==> config.mk <==
export PLATFORM = sky130hd
export DESIGN_NAME = flash_read_ctrl
export DESIGN_NICKNAME = d
export VERILOG_FILES = /design/src/rtl/flash_rd_pkg.sv /design/src/rtl/frc_array.sv /design/src/rtl/frc_idle_mon.sv /design/src/rtl/frc_burst_seq.sv /design/src/rtl/flash_read_ctrl.sv
export SDC_FILE = /design/constraint.sdc
export NUM_CORES = 1
export LEC_CHECK = 0
export BUFFER_PORTS_ARGS = -buffer_cell sky130_fd_sc_hd__buf_2
export CAP_MARGIN = 40
export CELL_PAD_IN_SITES_DETAIL_PLACEMENT = 2
export CELL_PAD_IN_SITES_GLOBAL_PLACEMENT = 2
export CORE_MARGIN = 2
export CORE_UTILIZATION = 38
export DETAILED_ROUTE_END_ITERATION = 10
export PLACE_DENSITY = 0.66
export SYNTH_ARGS = -nofsm -noshare
export SYNTH_HDL_FRONTEND = slang
export SYNTH_HIERARCHICAL = 1
export SYNTH_SLANG_ARGS = --single-unit
==> constraint.sdc <==
create_clock -name clk -period 6.4 [get_ports clk]
set_input_delay 0.32 -clock clk [delete_from_list [all_inputs] [get_ports clk]]
set_output_delay 0.32 -clock clk [all_outputs]
set_load 0.01 [all_outputs]
==> src/rtl/flash_rd_pkg.sv <==
package flash_rd_pkg;

    typedef enum logic [2:0] {
        ST_ASYNC_ACTIVE,
        ST_ASYNC_STANDBY,
        ST_SYNC_IDLE,
        ST_SYNC_LATENCY,
        ST_SYNC_BURST,
        ST_SYNC_SUSPEND
    } rd_state_e;

    typedef enum logic [1:0] {
        BL_FOUR  = 2'b00,
        BL_EIGHT = 2'b01,
        BL_CONT  = 2'b10
    } burst_len_e;

    // Command encoding: 00 -> four words, 01 -> eight words, 1x -> continuous
    function automatic burst_len_e decode_len(input logic [1:0] code);
        if (code[1])
            return BL_CONT;
        else if (code[0])
            return BL_EIGHT;
        else
            return BL_FOUR;
    endfunction

endpackage

==> src/rtl/frc_array.sv <==
module frc_array #(
    parameter int AW = 6,
    parameter int DW = 16
) (
    input  logic          clk,
    input  logic          wr_en,
    input  logic [AW-1:0] wr_addr,
    input  logic [DW-1:0] wr_data,
    input  logic [AW-1:0] rd_addr,
    output logic [DW-1:0] rd_data
);
    localparam int DEPTH = 1 << AW;

    logic [DW-1:0] mem_q [DEPTH];

    always_ff @(posedge clk) begin
        if (wr_en)
            mem_q[wr_addr] <= wr_data;
    end

    assign rd_data = mem_q[rd_addr];

endmodule

==> src/rtl/frc_idle_mon.sv <==
module frc_idle_mon #(
    parameter int AW          = 6,
    parameter int IDLE_CYCLES = 16
) (
    input  logic          clk,
    input  logic          rst_n,
    input  logic          clr,
    input  logic [AW-1:0] addr,
    input  logic          chip_en,
    output logic          changed,
    output logic          idle_hit
);
    localparam int CW = $clog2(IDLE_CYCLES + 1);
    localparam logic [CW-1:0] LIMIT = CW'(IDLE_CYCLES - 1);

    logic [AW-1:0] prev_addr_q;
    logic          prev_ce_q;
    logic [CW-1:0] cnt_q;

    assign changed  = (addr != prev_addr_q) || (chip_en != prev_ce_q);
    assign idle_hit = !changed && (cnt_q == LIMIT);

    always_ff @(posedge clk or negedge rst_n) begin
        if (!rst_n) begin
            prev_addr_q <= '0;
            prev_ce_q   <= 1'b0;
        end else begin
            prev_addr_q <= addr;
            prev_ce_q   <= chip_en;
        end
    end

    // Saturating count of unchanged edges
    always_ff @(posedge clk or negedge rst_n) begin
        if (!rst_n)
            cnt_q <= '0;
        else if (clr || changed)
            cnt_q <= '0;
        else if (cnt_q != LIMIT)
            cnt_q <= cnt_q + CW'(1);
    end

endmodule

==> src/rtl/frc_burst_seq.sv <==
module frc_burst_seq
    import flash_rd_pkg::*;
#(
    parameter int AW = 6
) (
    input  logic          clk,
    input  logic          rst_n,
    input  logic          load,
    input  logic [AW-1:0] base,
    input  burst_len_e    len,
    input  logic          advance,
    output logic [AW-1:0] cur_addr,
    output logic          last_word
);
    logic [AW-1:0] cur_q;
    logic [AW-1:0] nxt;
    logic [2:0]    wcnt_q;

    always_comb begin
        unique case (len)
            BL_FOUR:  nxt = {cur_q[AW-1:2], cur_q[1:0] + 2'd1};
            BL_EIGHT: nxt = {cur_q[AW-1:3], cur_q[2:0] + 3'd1};
            default:  nxt = cur_q + AW'(1);
        endcase
    end

    assign last_word = ((len == BL_FOUR)  && (wcnt_q == 3'd3)) ||
                       ((len == BL_EIGHT) && (wcnt_q == 3'd7));
    assign cur_addr  = cur_q;

    always_ff @(posedge clk or negedge rst_n) begin
        if (!rst_n) begin
            cur_q  <= '0;
            wcnt_q <= '0;
        end else if (load) begin
            cur_q  <= base;
            wcnt_q <= '0;
        end else if (advance) begin
            cur_q  <= nxt;
            wcnt_q <= wcnt_q + 3'd1;
        end
    end

endmodule

==> src/rtl/flash_read_ctrl.sv <==
module flash_read_ctrl
    import flash_rd_pkg::*;
#(
    parameter int AW          = 6,
    parameter int DW          = 16,
    parameter int LATENCY     = 4,
    parameter int IDLE_CYCLES = 16
) (
    input  logic          clk,
    input  logic          rst_n,
    input  logic          chip_en,
    input  logic [AW-1:0] addr,
    input  logic          start,
    input  logic          hold,
    input  logic          cfg_wr,
    input  logic          cfg_sync,
    input  logic [1:0]    cfg_len,
    input  logic          load_en,
    input  logic [AW-1:0] load_addr,
    input  logic [DW-1:0] load_data,
    output logic [DW-1:0] rdata,
    output logic          rvalid,
    output logic          standby
);
    localparam int LW = $clog2(LATENCY + 1);
    localparam logic [LW-1:0] LAT_LAST = LW'(LATENCY - 1);

    rd_state_e     st_q, st_d;
    rd_state_e     first_phase;
    logic          sync_q;
    burst_len_e    len_q;
    logic [LW-1:0] lat_q;
    logic          changed, idle_hit;
    logic          seq_load, emit, last_word;
    logic          in_sync_st, in_burst_st;
    logic [AW-1:0] seq_addr, rd_addr;
    logic [DW-1:0] arr_rd;

    frc_array #(.AW(AW), .DW(DW)) u_array (
        .clk     (clk),
        .wr_en   (load_en),
        .wr_addr (load_addr),
        .wr_data (load_data),
        .rd_addr (rd_addr),
        .rd_data (arr_rd)
    );

    frc_idle_mon #(.AW(AW), .IDLE_CYCLES(IDLE_CYCLES)) u_idle (
        .clk      (clk),
        .rst_n    (rst_n),
        .clr      (cfg_wr),
        .addr     (addr),
        .chip_en  (chip_en),
        .changed  (changed),
        .idle_hit (idle_hit)
    );

    frc_burst_seq #(.AW(AW)) u_seq (
        .clk       (clk),
        .rst_n     (rst_n),
        .load      (seq_load),
        .base      (addr),
        .len       (len_q),
        .advance   (emit),
        .cur_addr  (seq_addr),
        .last_word (last_word)
    );

    assign in_sync_st  = (st_q == ST_SYNC_IDLE) || (st_q == ST_SYNC_LATENCY) ||
                         (st_q == ST_SYNC_BURST) || (st_q == ST_SYNC_SUSPEND);
    assign in_burst_st = (st_q == ST_SYNC_BURST) || (st_q == ST_SYNC_SUSPEND);
    assign seq_load    = !cfg_wr && in_sync_st && chip_en && start;
    assign emit        = !cfg_wr && in_burst_st && chip_en && !start && !hold;
    assign rd_addr     = sync_q ? seq_addr : addr;
    assign first_phase = (LATENCY <= 1) ? ST_SYNC_BURST : ST_SYNC_LATENCY;
    assign standby     = (st_q == ST_ASYNC_STANDBY);

    // Configuration register
    always_ff @(posedge clk or negedge rst_n) begin
        if (!rst_n) begin
            sync_q <= 1'b0;
            len_q  <= BL_FOUR;
        end else if (cfg_wr) begin
            sync_q <= cfg_sync;
            len_q  <= decode_len(cfg_len);
        end
    end

    // First-access latency counter
    always_ff @(posedge clk or negedge rst_n) begin
        if (!rst_n)
            lat_q <= '0;
        else if (seq_load)
            lat_q <= LW'(1);
        else if (st_q == ST_SYNC_LATENCY)
            lat_q <= lat_q + LW'(1);
    end

    // Next-state logic
    always_comb begin
        st_d = st_q;
        if (cfg_wr) begin
            st_d = cfg_sync ? ST_SYNC_IDLE : ST_ASYNC_ACTIVE;
        end else begin
            unique case (st_q)
                ST_ASYNC_ACTIVE: begin
                    if (idle_hit)
                        st_d = ST_ASYNC_STANDBY;
                end
                ST_ASYNC_STANDBY: begin
                    if (changed)
                        st_d = ST_ASYNC_ACTIVE;
                end
                ST_SYNC_IDLE: begin
                    if (chip_en && start)
                        st_d = first_phase;
                end
                ST_SYNC_LATENCY: begin
                    if (!chip_en)
                        st_d = ST_SYNC_IDLE;
                    else if (start)
                        st_d = first_phase;
                    else if (lat_q == LAT_LAST)
                        st_d = ST_SYNC_BURST;
                end
                ST_SYNC_BURST: begin
                    if (!chip_en)
                        st_d = ST_SYNC_IDLE;
                    else if (start)
                        st_d = first_phase;
                    else if (hold)
                        st_d = ST_SYNC_SUSPEND;
                    else if (last_word)
                        st_d = ST_SYNC_IDLE;
                end
                ST_SYNC_SUSPEND: begin
                    if (!chip_en)
                        st_d = ST_SYNC_IDLE;
                    else if (start)
                        st_d = first_phase;
                    else if (!hold)
                        st_d = last_word ? ST_SYNC_IDLE : ST_SYNC_BURST;
                end
                default: st_d = ST_ASYNC_ACTIVE;
            endcase
        end
    end

    // State register
    always_ff @(posedge clk or negedge rst_n) begin
        if (!rst_n)
            st_q <= ST_ASYNC_ACTIVE;
        else
            st_q <= st_d;
    end

    // Output register
    always_ff @(posedge clk or negedge rst_n) begin
        if (!rst_n) begin
            rdata  <= '0;
            rvalid <= 1'b0;
        end else if (cfg_wr) begin
            rvalid <= 1'b0;
        end else begin
            unique case (st_q)
                ST_ASYNC_ACTIVE: begin
                    rvalid <= chip_en;
                    if (chip_en)
                        rdata <= arr_rd;
                end
                ST_ASYNC_STANDBY: begin
                    if (changed) begin
                        rvalid <= chip_en;
                        if (chip_en)
                            rdata <= arr_rd;
                    end
                end
                ST_SYNC_IDLE, ST_SYNC_LATENCY,
                ST_SYNC_BURST, ST_SYNC_SUSPEND: begin
                    rvalid <= emit;
                    if (emit)
                        rdata <= arr_rd;
                end
                default: rvalid <= 1'b0;
            endcase
        end
    end

endmodule

* Word-level counts from Yosys, hierarchy flattened
Memories as Yosys holds them, arrays and structs flattened. Index checks and enable logic that the tools add are counted.
Word-level totals: input bits 38, memories 1, logic and storage cells 115, output and inout port bits 18, RAM bits 1024, bits in registers 47
Memory list:
- u_array.mem_q | words 64, width 16, rd ports 1, clocked after Yosys merged registers in 0, wr ports 1, RTL line frc_array.sv:14 | logic [DW-1:0] mem_q [DEPTH];
Cells by class: multiplexer cells 38, eq/ne operators 23, reductions and logical operators 33, add/subtract/negate cells 6, bitwise gates (word level) 1
Operators with widths (number):
- two-way mux 3 bit | 19
- two-way mux 16 bit | 3
- one-hot mux 16 bit (3 select lines) | 1
- two-way mux 6 bit | 3
- one-hot mux 3 bit (6 select lines) | 1
- == test 3 x 2 -> 1 bit, second input constant | 4
- one-hot mux 6 bit (2 select lines) | 1
- logical AND 1 bit | 11
- two-way mux 5 bit | 2
- != test 5 x 4 -> 1 bit, second input constant | 2
- adder 3 x 1 -> 3 bit, second input constant | 3
- == test 3 bit, second input constant | 3
- logical OR 1 bit | 7
- adder 6 x 1 -> 6 bit, second input constant | 1
- != test 2 bit, second input constant | 3
- != test 3 x 2 -> 1 bit, second input constant | 2
- != test 6 bit | 1
- != test 6 bit, second input constant | 1
- AND reduction 6 bit | 1
- nonzero test 2 bit | 3
- adder 5 x 1 -> 5 bit, second input constant | 1
- == test 5 x 4 -> 1 bit, second input constant | 1
- two-way mux 1 bit | 5
- != test 5 bit, second input constant | 1
- 17 further kinds | 21

* Longest topological paths before layout
Gate-level depths: netlist (run 1).
depth in word-level cells 9, mapped depth 13, depth with buffers taken out 9

* Cells and area by module
The synthesis (run 1) kept the hierarchy.
By module, submodules not included:
- frc_array | sequential area each 30749.5 µm², times used 1, area each 39721.8 µm², cells each 1813
- flash_read_ctrl | sequential area each 650.6 µm², times used 1, area each 1376.3 µm², cells each 122
- frc_burst_seq | sequential area each 225.2 µm², times used 1, area each 536.8 µm², cells each 53
- frc_idle_mon | sequential area each 300.3 µm², times used 1, area each 534.3 µm², cells each 43

* Worst setup path before layout (run 1)
No wires, ideal clock.
kind flip-flop to flip-flop, start register sync_q, end register rdata[10], path slack 3747 ps, data required time 6275 ps, path buffers 6, cell stages (with the launch flop) 14, period minus slack after synthesis 2653 ps, library setup time 125 ps, arrival 2528 ps, cell sequence dfrtp_1 clkbuf_1 mux2_2 buf_6 buf_12 buf_8 buf_8 buf_6 mux2i_1 nand2_1 a41oi_1 o21ai_0 and4_1 mux2_2
Between the ends: cells in the longest elaborated chain, start to end 5, elaborated cells on any way between the ends 6
Ends and longest elaborated chain:
- from (decl) | RTL line flash_read_ctrl.sv:30 | logic sync_q;
- from (signal assigned) | RTL line flash_read_ctrl.sv:84 | sync_q <= cfg_sync;
- two-way mux 6 bit * | RTL line flash_read_ctrl.sv:74 | assign rd_addr = sync_q ? seq_addr : addr;
- net rd_addr[0] | RTL line flash_read_ctrl.sv:36 | logic [AW-1:0] seq_addr, rd_addr;
- memory (64 x 16 bit) *
- net arr_rd[10] | RTL line flash_read_ctrl.sv:37 | logic [DW-1:0] arr_rd;
- two-way mux 16 bit | RTL line flash_read_ctrl.sv:168, flash_read_ctrl.sv:174
- two-way mux 16 bit | RTL line flash_read_ctrl.sv:172 | if (changed) begin
- one-hot mux 16 bit (3 select lines) * | RTL line flash_read_ctrl.sv:165 | unique case (st_q)
- to (signal assigned) | RTL line flash_read_ctrl.sv:169 | rdata <= arr_rd;
- to (signal assigned) | RTL line flash_read_ctrl.sv:175 | rdata <= arr_rd;
- to (signal assigned) | RTL line flash_read_ctrl.sv:182 | rdata <= arr_rd;
- to (decl) | RTL line flash_read_ctrl.sv:21 | output logic [DW-1:0] rdata,
The timed path passes the listed nets; every way through them passes the cells marked *. The select of a mux whose other input is x is not followed. A chain may end at the register's enable or synchronous reset.

* Worst setup path in the final report (run 1)
start register sync_q, end register rdata[3]
Same word-level chain as after synthesis.

==> results.yml, run 1 <==
outcome:
  outcome: "finished, final reports clean"
place:
  place_congestion: 0.775
  port_buffers: 55
  post-dp-hpwl_mm: 76.0
  placed_cells: 3577
  dpl_cell_area_um2: 44600
critical_path:
  critPathArrivalTime_ps: 5010
  startpoint: "sync_q"
  crit_end: "rdata[3]"
  crit_fanout: 61
  reg2reg_to: "rdata[3]"
  cp_slowest_cell: "mux2_8"
  crit_path_end_kind: "register"
  r2r_cells: 8
  reg2reg_slack_ps: 1960
  worstSetupPathType: "reg2reg"
  cpPeakStageDelay_ps: 820
  cp_cell_sequence: "mux2_8 -> buf_4 -> mux4_2 -> mux2i_1 -> a22oi_1 -> a31oi_1 -> a311oi_1 -> mux2_2"
  start_kind: "register"
  crit_required_ps: 6970
  r2r-start: "sync_q"
timing:
  min_period_ps: 4440
  finalSetupViolCount: 0
  finalSetupTns_ps: 0
  finClkSkew_ps: 40.6
  whs_ps: 86.2
  hold_viol_final: 0
  max_freq_mhz: 225
  slew_violations: 0
  min_period_over_period_pct: 69.4
  slew_headroom_pct: 36.6
  tightest_slew_ps: 951
  rsz0062_at_grt: "false"
synth:
  synthArstFlopShare_pct: 4.39
  synth.avg_cell_area_um2: 20.8
  synth_top_area_share_pct: 72.9
  synthTopCellsByArea: "edfxtp_1 (73%), mux4_2 (12%), dfrtp_1 (2.8%)"
  synthesis.area_um2: 42200
  synthesis.nets: 2077
  netlist_instances: 2031
  synth_top_flop_cell: "edfxtp_1"
  synth-edff-count: 1024
  yosysTopAreaCell: "edfxtp_1"
  synth.distinct_cells: 63
  yosys_warnings: 6
  ys_seq_elements: 1071
  ys_seq_area_share_pct: 75.7
pwr:
  pwr_density_cell_nw_per_um2: 377
  switching_share_pct: 28.4
  irDropWorstVdd_uv: 267
  intPower_mw: 13.1
  p_switching_mw: 5.17
  p_leak_nw: 15.5
  p_comb_share_pct: 20.0
  p_seq_share_pct: 44.1
  clkPwrFrac_pct: 35.9
  p_total_mw: 18.2
clock_tree:
  clk_path_buf_depth: 3
  htreeDepth: 3
  cts_setup_buffers: 0
  cts_tree: "built"
  path_clk_slew_ps: 60
  ctsHoldBuffers: 12
  cts_resized: 0
  cts_root_buf: "clkbuf_16"
  cts_sinks: 1071
  cts_made_buffers: 114
  clock_insertion_delay_worst_skew_ps: 720
drt:
  vias: 21649
  drt_pre_antenna_iters: 5
  wl_mm: 126
  viasPerCell: 5.70
  ant_nets: 0
  drc: 0
  wl_per_cell_um: 33.1
  first_iter_violations: 2136
finish:
  final_common_cell: "edfxtp_1"
  design_area_um2: 48400
  syn_to_final_growth_pct: 14.8
  nets: 2263
  drive_gt1_share_pct: 27.3
  layout_common_cells: "edfxtp_1 (1024), mux4_2 (220), clkbuf_16 (115)"
  final_cells: 3800
global_routing:
  grt_pass1_wl_mm: 180
  antenna_found_initial: 13
  grt_max_degree: 91
  grt_overflow: 0
  track_usage_pct: 22.5
  grt_pass1_vias: 23609
die:
  die_y_um: 337
  fp.dieArea_um2: 114000
  rows: 122
  core_area_um2: 110000
  initial_core_util_pct: 38.2
  boundaryPins: 56
  die_w_um: 337
min_path:
  hold_class: "in2reg"
job:
  maxCapViolations: 0
routing by layer:
layer  wire length, um  up-vias  GRT usage [%]
met1             52200    11909           30.2
met3              6800      207           3.10
met2             63100      740           38.5
li1                  -     8785              -
met4              3550        8           5.98
met5                65        -              0
synthesized netlist by cell type (28+ instances only):
cell and n:
edfxtp_1 1024, mux2i_1 93, nand2_1 71, mux4_2 220, buf_2 37, dfrtp_1 47
nand3_1 29, nor2b_1 36, mux2_2 52, clkbuf_1 28, nor2_1 82, a22oi_1 39
cells by family (layout without fill, tap and decap cells):
logic type | Yosys count | after routing | synth area share (%)
AO/OA/AOI/OAI | 160 | 160 | 2.78
multiplexers | 369 | 369 | 15.6
buffers and inverters | 124 | 402 | 1.96
flip-flops | 1071 | 1071 | 75.7
adder cells (fa/ha/maj) | 8 | 8 | 0.237
other | 0 | 3 | 0
XOR/XNOR | 15 | 15 | 0.312
AND/OR/NAND/NOR | 284 | 284 | 3.41
power groups by stage:
stage                     Sequential (mW)  Combinational, mW  Clock (mW)
after floorplan                      8.05               2.43           0
after global placement               8.16               3.54           0
after detailed placement             8.18               3.68           0
after CTS                            8.03               3.72        6.69
after global routing                 8.05               3.87        6.92
final                                8.03               3.64        6.55
state kept, by name, summed over array words and instances (netlist names):
signal and flops:
lat_q 3, len_q 2, rdata 16, rvalid 1, st_q 3, sync_q 1
u_array/mem_q 1024, u_idle/cnt_q 5, u_idle/prev_addr_q 6, u_idle/prev_ce_q 1, u_seq/cur_addr 6, u_seq/wcnt_q 3
how the worst min path moves through the flow:
stage                        from                    end  slack (ps)  cells after the start
final                       start               lat_q[1]          90                      4
after global routing        start                st_q[2]         100                      4
after CTS                   start               lat_q[1]          60                      4
after detailed placement  addr[5]  u_idle/prev_addr_q[5]         510                      1
after global placement    addr[4]  u_idle/prev_addr_q[4]         500                      1
after floorplan             rst_n               lat_q[0]          20                      0
area by class of cell:
| type | count | area, um2 |
|---|---|---|
| Fill cell | 10110 | 62000 |
| Sequential cell | 1071 | 31900 |
| Multi-Input combinational cell | 836 | 9510 |
| Clock buffer | 150 | 3070 |
| Tap cell | 1488 | 1860 |
| Timing Repair Buffer | 183 | 1370 |
| Clock inverter | 58 | 611 |
| Inverter | 11 | 41.3 |
| Antenna cell | 3 | 7.51 |
critical path, delay by kind of cell, from the launching register on:
family                 cells  cell delay [ps]
buffers and inverters      1              560
DFF                        1              510
AOI/OAI and AO/OA          3              980
muxes                      4             2110
through the flow:
step	utilization, %	setup slack, ps
2_1_floorplan	-	3750
3_3_place_gp	40.2	2100
3_5_place_dp	40.4	2010
4_1_cts	43.8	1960
5_1_grt	43.8	1750
6_report	43.9	1960
(Power assumes the default switching activity.)
==> inputs of run 2 (changes only) <==
Clock period 6.4 ns to 4.1 ns, I/O delays scaled along.
==> results.yml, run 2 (synthesized netlist as in run 1, its figures left out) <==
die:
  core_area_um2: 110000
  initial_core_util_pct: 38.2
  boundaryPins: 56
  fp.dieArea_um2: 114000
  die_w_um: 337
  rows: 122
  die_y_um: 337
drt:
  ant_nets: 0
  viasPerCell: 5.61
  wl_mm: 124
  first_iter_violations: 2051
  drt_pre_antenna_iters: 7
  vias: 21527
  wl_per_cell_um: 32.4
  drc: 0
place:
  post-dp-hpwl_mm: 76.3
  place_congestion: 0.790
  dpl_cell_area_um2: 44800
  dpl_worst_slack_ps: 347
  port_buffers: 55
  placed_cells: 3604
critical_path:
  cp_slowest_cell: "mux2_8"
  crit_fanout: 58
  start_kind: "register"
  cpPeakStageDelay_ps: 600
  crit_path_end_kind: "register"
  worstSetupPathType: "reg2reg"
  cp_cell_sequence: "mux2_8 -> buf_4 -> and2_1 -> buf_4 -> a22oi_1 -> nand3_1 -> and4_1 -> mux2_2"
  crit_required_ps: 4700
  critPathArrivalTime_ps: 4360
  cp_common_cell: "buf_4"
global_routing:
  grtUsageMet2_pct: 38.3
  track_usage_pct: 22.3
  grt_overflow: 0
  grt_busiest_layer: "met2"
  antenna_found_initial: 11
  grt_pass1_vias: 23722
  grt_pass1_wl_mm: 179
  grt_max_degree: 65
  grtUsageMet3_pct: 3.81
  grt.met1_usage_pct: 29.1
timing:
  finalSetupViolCount: 0
  hold_viol_final: 0
  max_freq_mhz: 265
  rsz0062_at_grt: "false"
  whs_ps: 117
  slew_headroom_pct: 33.7
  slew_violations: 0
  min_period_ps: 3770
  finalSetupTns_ps: 0
  min_period_over_period_pct: 91.9
  fin_ws_ps: 331
  finClkSkew_ps: 28.7
  tightest_slew_ps: 995
finish:
  drive_gt1_share_pct: 28.4
  layout_common_cells: "edfxtp_1 (1024), mux4_2 (220), buf_4 (133)"
  final_util_pct: 44.1
  fill_cells: 10062
  design_area_um2: 48700
  final_cells: 3836
  top_register: "u_array/mem_q"
  syn_to_final_growth_pct: 15.4
  final_common_cell: "edfxtp_1"
  largest_reg_flops: 1024
  top_regs: "u_array/mem_q x1024, rdata x16"
  nets: 2296
pwr:
  p_leak_nw: 15.7
  p_total_mw: 28.6
  pwr_density_cell_nw_per_um2: 588
  irDropWorstVdd_uv: 399
clock_tree:
  path_clk_slew_ps: 60
  cts_resized: 0
  cts_made_buffers: 113
  cts_setup_buffers: 0
  cts_root_buf: "clkbuf_16"
  ctsHoldBuffers: 19
  htreeDepth: 3
  clk_path_buf_depth: 3
  cts_sinks: 1071
  clock_insertion_delay_worst_skew_ps: 710
  cts_tree: "built"
outcome:
  outcome: "finished, final reports clean"
job:
  maxCapViolations: 0
min_path:
  hold_class: "in2reg"
## run 2: critical path: cells and delay by family, from the launching register on
family | cells | cell delay (ps)
flops | 1 | 580
mux | 2 | 860
buf+inv | 2 | 640
compound gates | 1 | 270
simple gates | 3 | 1210
## run 2: worst paths after layout
path                                 startpoint               to  slack, ps  depth (start not counted)
worst max register to register           sync_q         rdata[5]        330                          8
min in group asynchronous                 rst_n           rvalid        210                          3
worst min-delay path                       hold          st_q[2]        120                          5
worst max-delay path                     sync_q         rdata[5]        330                          8
max in group asynchronous                 rst_n         lat_q[2]       3380                          3
worst min register to register  u_seq/wcnt_q[1]  u_seq/wcnt_q[1]        540                          2
## run 2: where the power goes
part / total (mW) / internal (mW) / leakage [nW] / switching, mW
combinational: 5.92 / 2.46 / 4.07 / 3.46
clock: 10.2 / 5.87 / 1.81 / 4.36
sequential: 12.5 / 12.2 / 9.79 / 0.277
## run 2: per-layer routing
| layer | part of all wire, % | wire [um] |
|---|---|---|
| met1 | 41 | 51200 |
| met3 | 5.2 | 6510 |
| met5 | 0.034 | 42 |
| met2 | 51 | 63100 |
| met4 | 2.9 | 3580 |
## run 2: final cells by class
type	instances	area, um2	share of cell area [%]
flip-flops and latches	1071	31900	65.6
diodes	3	7.51	0.0154
repair buffers	217	1660	3.41
multi-input cells	836	9500	19.5
clock buffers	142	3040	6.24
inverters	11	41.3	0.0848
well taps	1488	1860	3.83
clock inverters	68	632	1.30
